[config.mk]
export PLATFORM = sky130hd
export DESIGN_NAME = ifd_fetch_decode
export DESIGN_NICKNAME = d
export VERILOG_FILES = /design/src/rtl/ifd_pkg.sv /design/src/rtl/ifd_opclass.sv /design/src/rtl/ifd_field_extract.sv /design/src/rtl/ifd_next_addr.sv /design/src/rtl/ifd_fetch_decode.sv
export SDC_FILE = /design/constraint.sdc
export NUM_CORES = 1
export LEC_CHECK = 0
export BUFFER_PORTS_ARGS = -buffer_cell sky130_fd_sc_hd__buf_2
export CORE_MARGIN = 1
export CORE_UTILIZATION = 36
export DETAILED_ROUTE_END_ITERATION = 10
export GPL_ROUTABILITY_DRIVEN = 0
export MAX_ROUTING_LAYER = met4
export PLACE_DENSITY = 0.85
export SETUP_SLACK_MARGIN = 0.02
export SLEW_MARGIN = 20
export SYNTH_ARGS = -nofsm -noshare
export SYNTH_HDL_FRONTEND = slang
export SYNTH_SLANG_ARGS = --single-unit
[constraint.sdc]
create_clock -name vclk -period 6.5
set_input_delay 1.95 -clock vclk [all_inputs]
set_output_delay 1.95 -clock vclk [all_outputs]
set_load 0.03 [all_outputs]
[src/rtl/ifd_pkg.sv]
package ifd_pkg;

  localparam int unsigned OP_W     = 4;
  localparam int unsigned REG_ID_W = 4;
  localparam int unsigned BYTE_W   = 8;
  localparam int unsigned LEN_W    = 3;

  localparam logic [REG_ID_W-1:0] REG_NONE = 4'h8;

  typedef enum logic [OP_W-1:0] {
    OPC_NOP   = 4'h0,
    OPC_HALT  = 4'h1,
    OPC_MOVRR = 4'h2,
    OPC_MOVIR = 4'h3,
    OPC_STORE = 4'h4,
    OPC_LOAD  = 4'h5,
    OPC_ALU   = 4'h6,
    OPC_JUMP  = 4'h7,
    OPC_CALL  = 4'h8,
    OPC_RET   = 4'h9,
    OPC_PUSH  = 4'hA,
    OPC_POP   = 4'hB
  } opc_e;

  typedef struct packed {
    logic             valid;
    logic             has_reg;
    logic             has_const;
    logic [LEN_W-1:0] len;
  } opclass_t;

endpackage

[src/rtl/ifd_opclass.sv]
module ifd_opclass
  import ifd_pkg::*;
(
  input  logic [OP_W-1:0] opcode_i,
  output opclass_t        cls_o
);

  always_comb begin
    cls_o = '{valid: 1'b0, has_reg: 1'b0, has_const: 1'b0, len: LEN_W'(1)};
    case (opcode_i)
      OPC_NOP, OPC_HALT, OPC_RET:
        cls_o = '{valid: 1'b1, has_reg: 1'b0, has_const: 1'b0, len: LEN_W'(1)};
      OPC_MOVRR, OPC_ALU, OPC_PUSH, OPC_POP:
        cls_o = '{valid: 1'b1, has_reg: 1'b1, has_const: 1'b0, len: LEN_W'(2)};
      OPC_JUMP, OPC_CALL:
        cls_o = '{valid: 1'b1, has_reg: 1'b0, has_const: 1'b1, len: LEN_W'(5)};
      OPC_MOVIR, OPC_STORE, OPC_LOAD:
        cls_o = '{valid: 1'b1, has_reg: 1'b1, has_const: 1'b1, len: LEN_W'(6)};
      default:
        cls_o = '{valid: 1'b0, has_reg: 1'b0, has_const: 1'b0, len: LEN_W'(1)};
    endcase
  end

endmodule

[src/rtl/ifd_field_extract.sv]
module ifd_field_extract
  import ifd_pkg::*;
#(
  parameter int unsigned WIN_BYTES   = 6,
  parameter int unsigned CONST_BYTES = 4,
  localparam int unsigned WIN_W      = WIN_BYTES * BYTE_W,
  localparam int unsigned CONST_W    = CONST_BYTES * BYTE_W
) (
  input  logic [WIN_W-1:0]    win_i,
  input  logic                has_reg_i,
  input  logic                has_const_i,
  output logic [REG_ID_W-1:0] ra_o,
  output logic [REG_ID_W-1:0] rb_o,
  output logic [CONST_W-1:0]  valc_o
);

  logic [BYTE_W-1:0]  lane [WIN_BYTES];
  logic [CONST_W-1:0] raw_const;

  for (genvar b = 0; b < WIN_BYTES; b++) begin : g_lane
    assign lane[b] = win_i[b*BYTE_W +: BYTE_W];
  end

  // Constant byte k comes from lane 1+k, shifted one lane on when a
  // register byte sits in front of it.
  for (genvar k = 0; k < CONST_BYTES; k++) begin : g_const
    assign raw_const[k*BYTE_W +: BYTE_W] = has_reg_i ? lane[k + 2] : lane[k + 1];
  end

  always_comb begin
    ra_o   = has_reg_i ? lane[1][BYTE_W-1:REG_ID_W] : REG_NONE;
    rb_o   = has_reg_i ? lane[1][REG_ID_W-1:0]      : REG_NONE;
    valc_o = has_const_i ? raw_const : '0;
  end

  // lane 0 is decoded elsewhere
  logic unused_lane0;
  assign unused_lane0 = ^lane[0];

endmodule

[src/rtl/ifd_next_addr.sv]
module ifd_next_addr
  import ifd_pkg::*;
#(
  parameter int unsigned ADDR_W = 32
) (
  input  logic [ADDR_W-1:0] pc_i,
  input  logic [LEN_W-1:0]  len_i,
  output logic [ADDR_W-1:0] valp_o
);

  always_comb begin
    valp_o = pc_i + ADDR_W'(len_i);
  end

endmodule

[src/rtl/ifd_fetch_decode.sv]
module ifd_fetch_decode
  import ifd_pkg::*;
#(
  parameter int unsigned ADDR_W      = 32,
  parameter int unsigned WIN_BYTES   = 6,
  parameter int unsigned CONST_BYTES = 4,
  localparam int unsigned WIN_W      = WIN_BYTES * BYTE_W,
  localparam int unsigned CONST_W    = CONST_BYTES * BYTE_W
) (
  input  logic [ADDR_W-1:0]   pc_i,
  input  logic [WIN_W-1:0]    win_i,
  output logic [OP_W-1:0]     opcode_o,
  output logic [OP_W-1:0]     func_o,
  output logic                has_reg_o,
  output logic                has_const_o,
  output logic [REG_ID_W-1:0] ra_o,
  output logic [REG_ID_W-1:0] rb_o,
  output logic [CONST_W-1:0]  valc_o,
  output logic [ADDR_W-1:0]   valp_o,
  output logic                bad_op_o
);

  opclass_t cls;

  assign opcode_o    = win_i[BYTE_W-1:OP_W];
  assign func_o      = win_i[OP_W-1:0];
  assign has_reg_o   = cls.has_reg;
  assign has_const_o = cls.has_const;
  assign bad_op_o    = ~cls.valid;

  ifd_opclass u_opclass (
    .opcode_i (opcode_o),
    .cls_o    (cls)
  );

  ifd_field_extract #(
    .WIN_BYTES   (WIN_BYTES),
    .CONST_BYTES (CONST_BYTES)
  ) u_extract (
    .win_i       (win_i),
    .has_reg_i   (cls.has_reg),
    .has_const_i (cls.has_const),
    .ra_o        (ra_o),
    .rb_o        (rb_o),
    .valc_o      (valc_o)
  );

  ifd_next_addr #(
    .ADDR_W (ADDR_W)
  ) u_next (
    .pc_i   (pc_i),
    .len_i  (cls.len),
    .valp_o (valp_o)
  );

endmodule

==> results of run 1 <==
[power by group]
part	internal, W	switching [W]	leakage [nW]
registers	0	0	0
logic	0.0000732	0.000152	1.23
clock network	0	0	0
total	0.0000732	0.000152	1.23
[worst paths after layout]
path / to / slack [ps]
worst max-delay path: valp_o[30] / 250
worst min-delay path: func_o[2] / 3900
[cell usage in the layout (no fill, tap or decap), types with 7 or more instances in the layout]
| cell type | instances |
|---|---|
| nand2_1 | 74 |
| xor2_1 | 7 |
| a21oi_1 | 34 |
| xor2_2 | 12 |
| and2_1 | 8 |
| buf_2 | 154 |
| xnor2_1 | 11 |
| nand3_1 | 10 |
| buf_4 | 7 |
| nor4_2 | 7 |
| inv_1 | 8 |
[kinds of logic after synthesis]
kind of cell / count (synthesis) / share of synthesized area
fa+ha+maj: 4 / 0.0400
mux: 2 / 0.0157
buf+inv: 31 / 0.114
simple gates: 131 / 0.489
compound gates: 41 / 0.159
xor+xnor: 30 / 0.183
[final cells by class]
class              count  area [um^2]  share of cell area
multi-input cells    208         1380               0.602
well taps             48         60.1              0.0262
inverters              8         30.0              0.0131
repair buffers       161          823               0.359
[layer usage]
metal | vias to the layer above | wire length [um] | GRT usage
li1 | 1060 | - | -
met1 | 948 | 1910 | 0.232
met2 | 99 | 2890 | 0.491
met3 | 6 | 456 | 0.0295
met4 | 0 | 69 | 0.0353
met5 | - | 0 | -
[cells in the mapped netlist]
cell type  number  area, um^2
o31ai_1         1        7.51
nor3_2          4        40.0
nand3_1        10        50.1
inv_1           8        30.0
nand2_1        74         278
nor3_1          5        25.0
xnor2_1        11        96.3
o2111ai_2       1        15.0
buf_6           1        11.3
a21o_1          1        7.51
xor2_1         19         166
nand3_2         1        10.0
mux2_2          2        22.5
buf_2           5        25.0
and2_1          8        50.1
nor4_2          8         100
and3_1          2        12.5
buf_4           9        67.6
o21ai_1         1        5.00
clkbuf_1        8        30.0
a211o_1         1        8.76
nand2b_1        2        12.5
ha_1            3        37.5
nand4_2         1        12.5
or3_4           1        11.3
nor2b_1         1        6.26
and4_1          2        17.5
o211a_1         1        10.0
or3_1           1        6.26
a21oi_1        34         170
o21ai_0         1        5.00
or2_2           1        6.26
nor2_1          5        18.8
or2_1           1        6.26
fa_1            1        20.0
nand4_1         3        18.8
nor4_4          1        21.3
[through the flow]
step	total power (W)	instances	area, um^2	hold slack [ps]	setup WS, ps
final	0.000225	425	2300	3900	255
after global routing	0.000241	425	2300	3900	73.3
after CTS	0.000225	425	2280	3900	89.2
after detailed placement	0.000224	425	2280	3900	88.7
after global placement	0.000222	425	2280	3900	236
after floorplan	0.000151	239	1540	4020	31.6
==> run_results.csv, run 1 <==
group,metric,value,unit
setup_path,arrival,4300,ps
logic_synthesis,syn_inst,239,
die,rows,22,
cells_and_area,seqCellArea,0,um^2
route,drtAntennaViolNets,0,
route,drc,0,
cells_and_area,final_util,0.613,
global_route,grt_pass1_vias,1874,
setup_path,critPathBufInv,5,
setup_path,critPathTopFamily,"buffers and inverters",
sta,finalHoldViolations,0,
cells_and_area,nets,463,
logic_synthesis,synth_area_per_cell,6.02,um^2
setup_path,path_cells,"buf_2, mux2_2, inv_1, ha_1, inv_1, fa_2, nor2b_2, o2111ai_2, buf_4, nor4_4, xor2_2, buf_4",
cells_and_area,fillers,359,
logic_synthesis,synth_nets,323,
global_route,grtUsageTotal,0.237,
setup_path,cp_max_fo,13,
placement,hpwl,4480,um
sta,slew-limit-headroom,0.571,
setup_path,crit_path_end_kind,"primary output",
global_route,grt_start_max_net_pins,33,
min_path,hold_path_startpoint,"win_i[2]",
die,num_io_pins,163,
cells_and_area,nClkBuffers,0,
clock_network,cts_setup_buffers,0,
die,initial_core_util,0.384,
min_path,min_path_cells,0,
sta,fin_tns_setup,0,ps
route,route.vias.total,2113,
status,status,"completed",
logic_synthesis,synth_seq_area_share,0,
cells_and_area,insertedDiodeCount,0,
die,dieArea,4250,um^2
die,coreArea,3740,um^2
job,maxCapViolCount,0,
setup_path,start_kind,"input pin",
setup_path,crit_start,"win_i[6]",
pwr,irDropWorstVdd,36.3,uV
setup_path,worstSetupPathType,"in2out",
setup_path,crit_cells,12,
sta,max_freq,160,MHz
global_route,grt_overflow,0,
route,drt-initial-drc-count,62,
route,dr.pass1.iters,4,
sta,setup_viol,0,
die,die_w,65.2,um
logic_synthesis,synth_cell_types,37,
sta,worst_slew_pin_slew,643,ps
global_route,grt_antenna_before_repair,0,
die,die_h,65.2,um
setup_path,cpMaxStageDelayCell,"mux2_2",
route,wl,5330,um
route,vias_per_cell,4.97,
logic_synthesis,netlist_area,1440,um^2
sta,layout_min_cycle_time,6250,ps
route,wire_per_inst,12.5,um
setup_path,required,4550,ps
sta,rsz0062_at_grt,"false",
min_path,min_path_type,"in2out",
sta,finalCritPeriodShare,0.961,
cells_and_area,area_growth,59.6,%
cells_and_area,layout-drive-gt1-share,0.520,
cells_and_area,seq_cells,0,
sta,slew_viol_final,0,
clock_network,hold_buffers,0,
pwr,p_leak,1.23,nW
clock_network,cts_resized,0,
global_route,grt_pass1_wl,8000,um
logic_synthesis,yosysWarnings,0,
pwr,powerDensity,98.2,nW/um^2
placement,io_buffers,155,
setup_path,max_stage_delay,390,ps
(Power assumes the default switching activity.)
==> run 2: changes to the inputs <==
==> constraint.sdc (replaced) <==
create_clock -name vclk -period 6.5
set_input_delay 1.3 -clock vclk [all_inputs]
set_output_delay 1.3 -clock vclk [all_outputs]
set_load 0.03 [all_outputs]
==> run_results.csv, run 2 (synthesized netlist as in run 1, its figures left out) <==
group,metric,value,unit
route,dr.pass1.iters,4,
setup_path,arrival,3990,ps
placement,place_area,2170,um^2
clock_network,hold_buffers,0,
job,maxCapViolCount,0,
setup_path,start_kind,"input pin",
placement,hpwl,4260,um
pwr,switchingPower,0.000149,W
sta,rsz0062_at_grt,"false",
global_route,grt_pass1_vias,1819,
placement,place_ws,1220,ps
cells_and_area,final_util,0.579,
clock_network,cts_resized,0,
cells_and_area,seq_cells,0,
global_route,grtUsageTotal,0.231,
pwr,p_leak,1.19,nW
cells_and_area,fillers,381,
cells_and_area,area_growth,50.6,%
cells_and_area,seqCellArea,0,um^2
pwr,internal_power,0.0000699,W
sta,fin_tns_setup,0,ps
cells_and_area,finalInstanceArea,2170,um^2
pwr,combPwrFrac,1.000,
cells_and_area,layout-drive-gt1-share,0.479,
setup_path,path_cells,"buf_2, a21oi_1, mux2_2, inv_1, ha_1, inv_1, fa_1, nor2b_1, o2111ai_2, nor4_2, xor2_1, buf_2",
cells_and_area,insertedDiodeCount,0,
global_route,grt_start_max_net_pins,43,
sta,finalHoldViolations,0,
cells_and_area,nets,460,
pwr,swShare,0.681,
pwr,clkPwrFrac,0,
sta,max_freq,189,MHz
status,status,"completed",
min_path,min_path_cells,0,
global_route,grt_pass1_wl,7850,um
route,drc,0,
die,die_h,65.2,um
cells_and_area,mostFrequentLayoutCell,"buf_2",
die,die_w,65.2,um
setup_path,cp_max_fo,13,
sta,finalWorstSetupSlack,1210,ps
pwr,irDropWorstVdd,44.7,uV
route,wire_per_inst,12.1,um
pwr,powerDensity,101,nW/um^2
route,wl,5090,um
sta,whs,2600,ps
sta,slew_viol_final,0,
sta,setup_viol,0,
route,vias_per_cell,5.04,
setup_path,required,5200,ps
min_path,min_path_type,"in2out",
route,drtAntennaViolNets,0,
setup_path,cpMaxStageDelayCell,"o2111ai_2",
sta,slew-limit-headroom,0.409,
placement,io_buffers,155,
route,drt-initial-drc-count,101,
route,route.vias.total,2127,
die,coreArea,3740,um^2
setup_path,worstSetupPathType,"in2out",
sta,worst_slew_pin_slew,886,ps
die,initial_core_util,0.384,
cells_and_area,nClkBuffers,0,
setup_path,crit_path_end_kind,"primary output",
sta,finalCritPeriodShare,0.814,
sta,layout_min_cycle_time,5290,ps
setup_path,max_stage_delay,450,ps
die,num_io_pins,163,
global_route,grt_overflow,0,
clock_network,cts_setup_buffers,0,
cells_and_area,layout_common_cells,"buf_2 (155), nand2_1 (74), a21oi_1 (34)",
global_route,grt_antenna_before_repair,0,
die,rows,22,
die,dieArea,4250,um^2
pwr,p_seq_frac,0,
==> run 2: routing by layer <==
metal,global-route usage,vias up,routed length [um]
li1,-,1069,-
met1,0.244,945,1790
met2,0.469,109,2790
met3,0.0208,4,467
met4,0.0272,0,42
met5,-,-,0
==> run 2: worst paths after layout <==
| path | start | end | slack [ps] |
|---|---|---|---|
| setup / recovery | win_i[5] | valp_o[30] | 1210 |
| hold / removal | win_i[3] | func_o[3] | 2600 |
==> run 2: layout make-up <==
| class | count | area (um^2) | area share |
|---|---|---|---|
| multi-input cells | 208 | 1280 | 0.590 |
| repair buffers | 158 | 798 | 0.368 |
| well taps | 48 | 60.1 | 0.0277 |
| inverters | 8 | 30.0 | 0.0139 |
==> run 2: critical path: cells and delay by family <==
family / cells / cell delay [ps]
AOI/OAI and AO/OA: 2 / 520
xor gates and xnor gates: 1 / 180
adders and majority gates: 2 / 570
buffers and inverters: 4 / 460
muxes: 1 / 310
and+or+nand+nor: 2 / 640
==> run 2: per-stage QoR <==
step / total power [W] / std cells
floorplan: 0.000149 / 239
global placement: 0.000217 / 422
detailed placement: 0.000219 / 422
CTS: 0.000220 / 422
global route: 0.000236 / 422
finish: 0.000219 / 422
==> run 2: power groups by stage <==
stage               sequential [W]  clock, W  combinational (W)
finish                           0         0           0.000219
detailed placement               0         0           0.000219
global route                     0         0           0.000236
CTS                              0         0           0.000220
floorplan                        0         0           0.000149
global placement                 0         0           0.000217
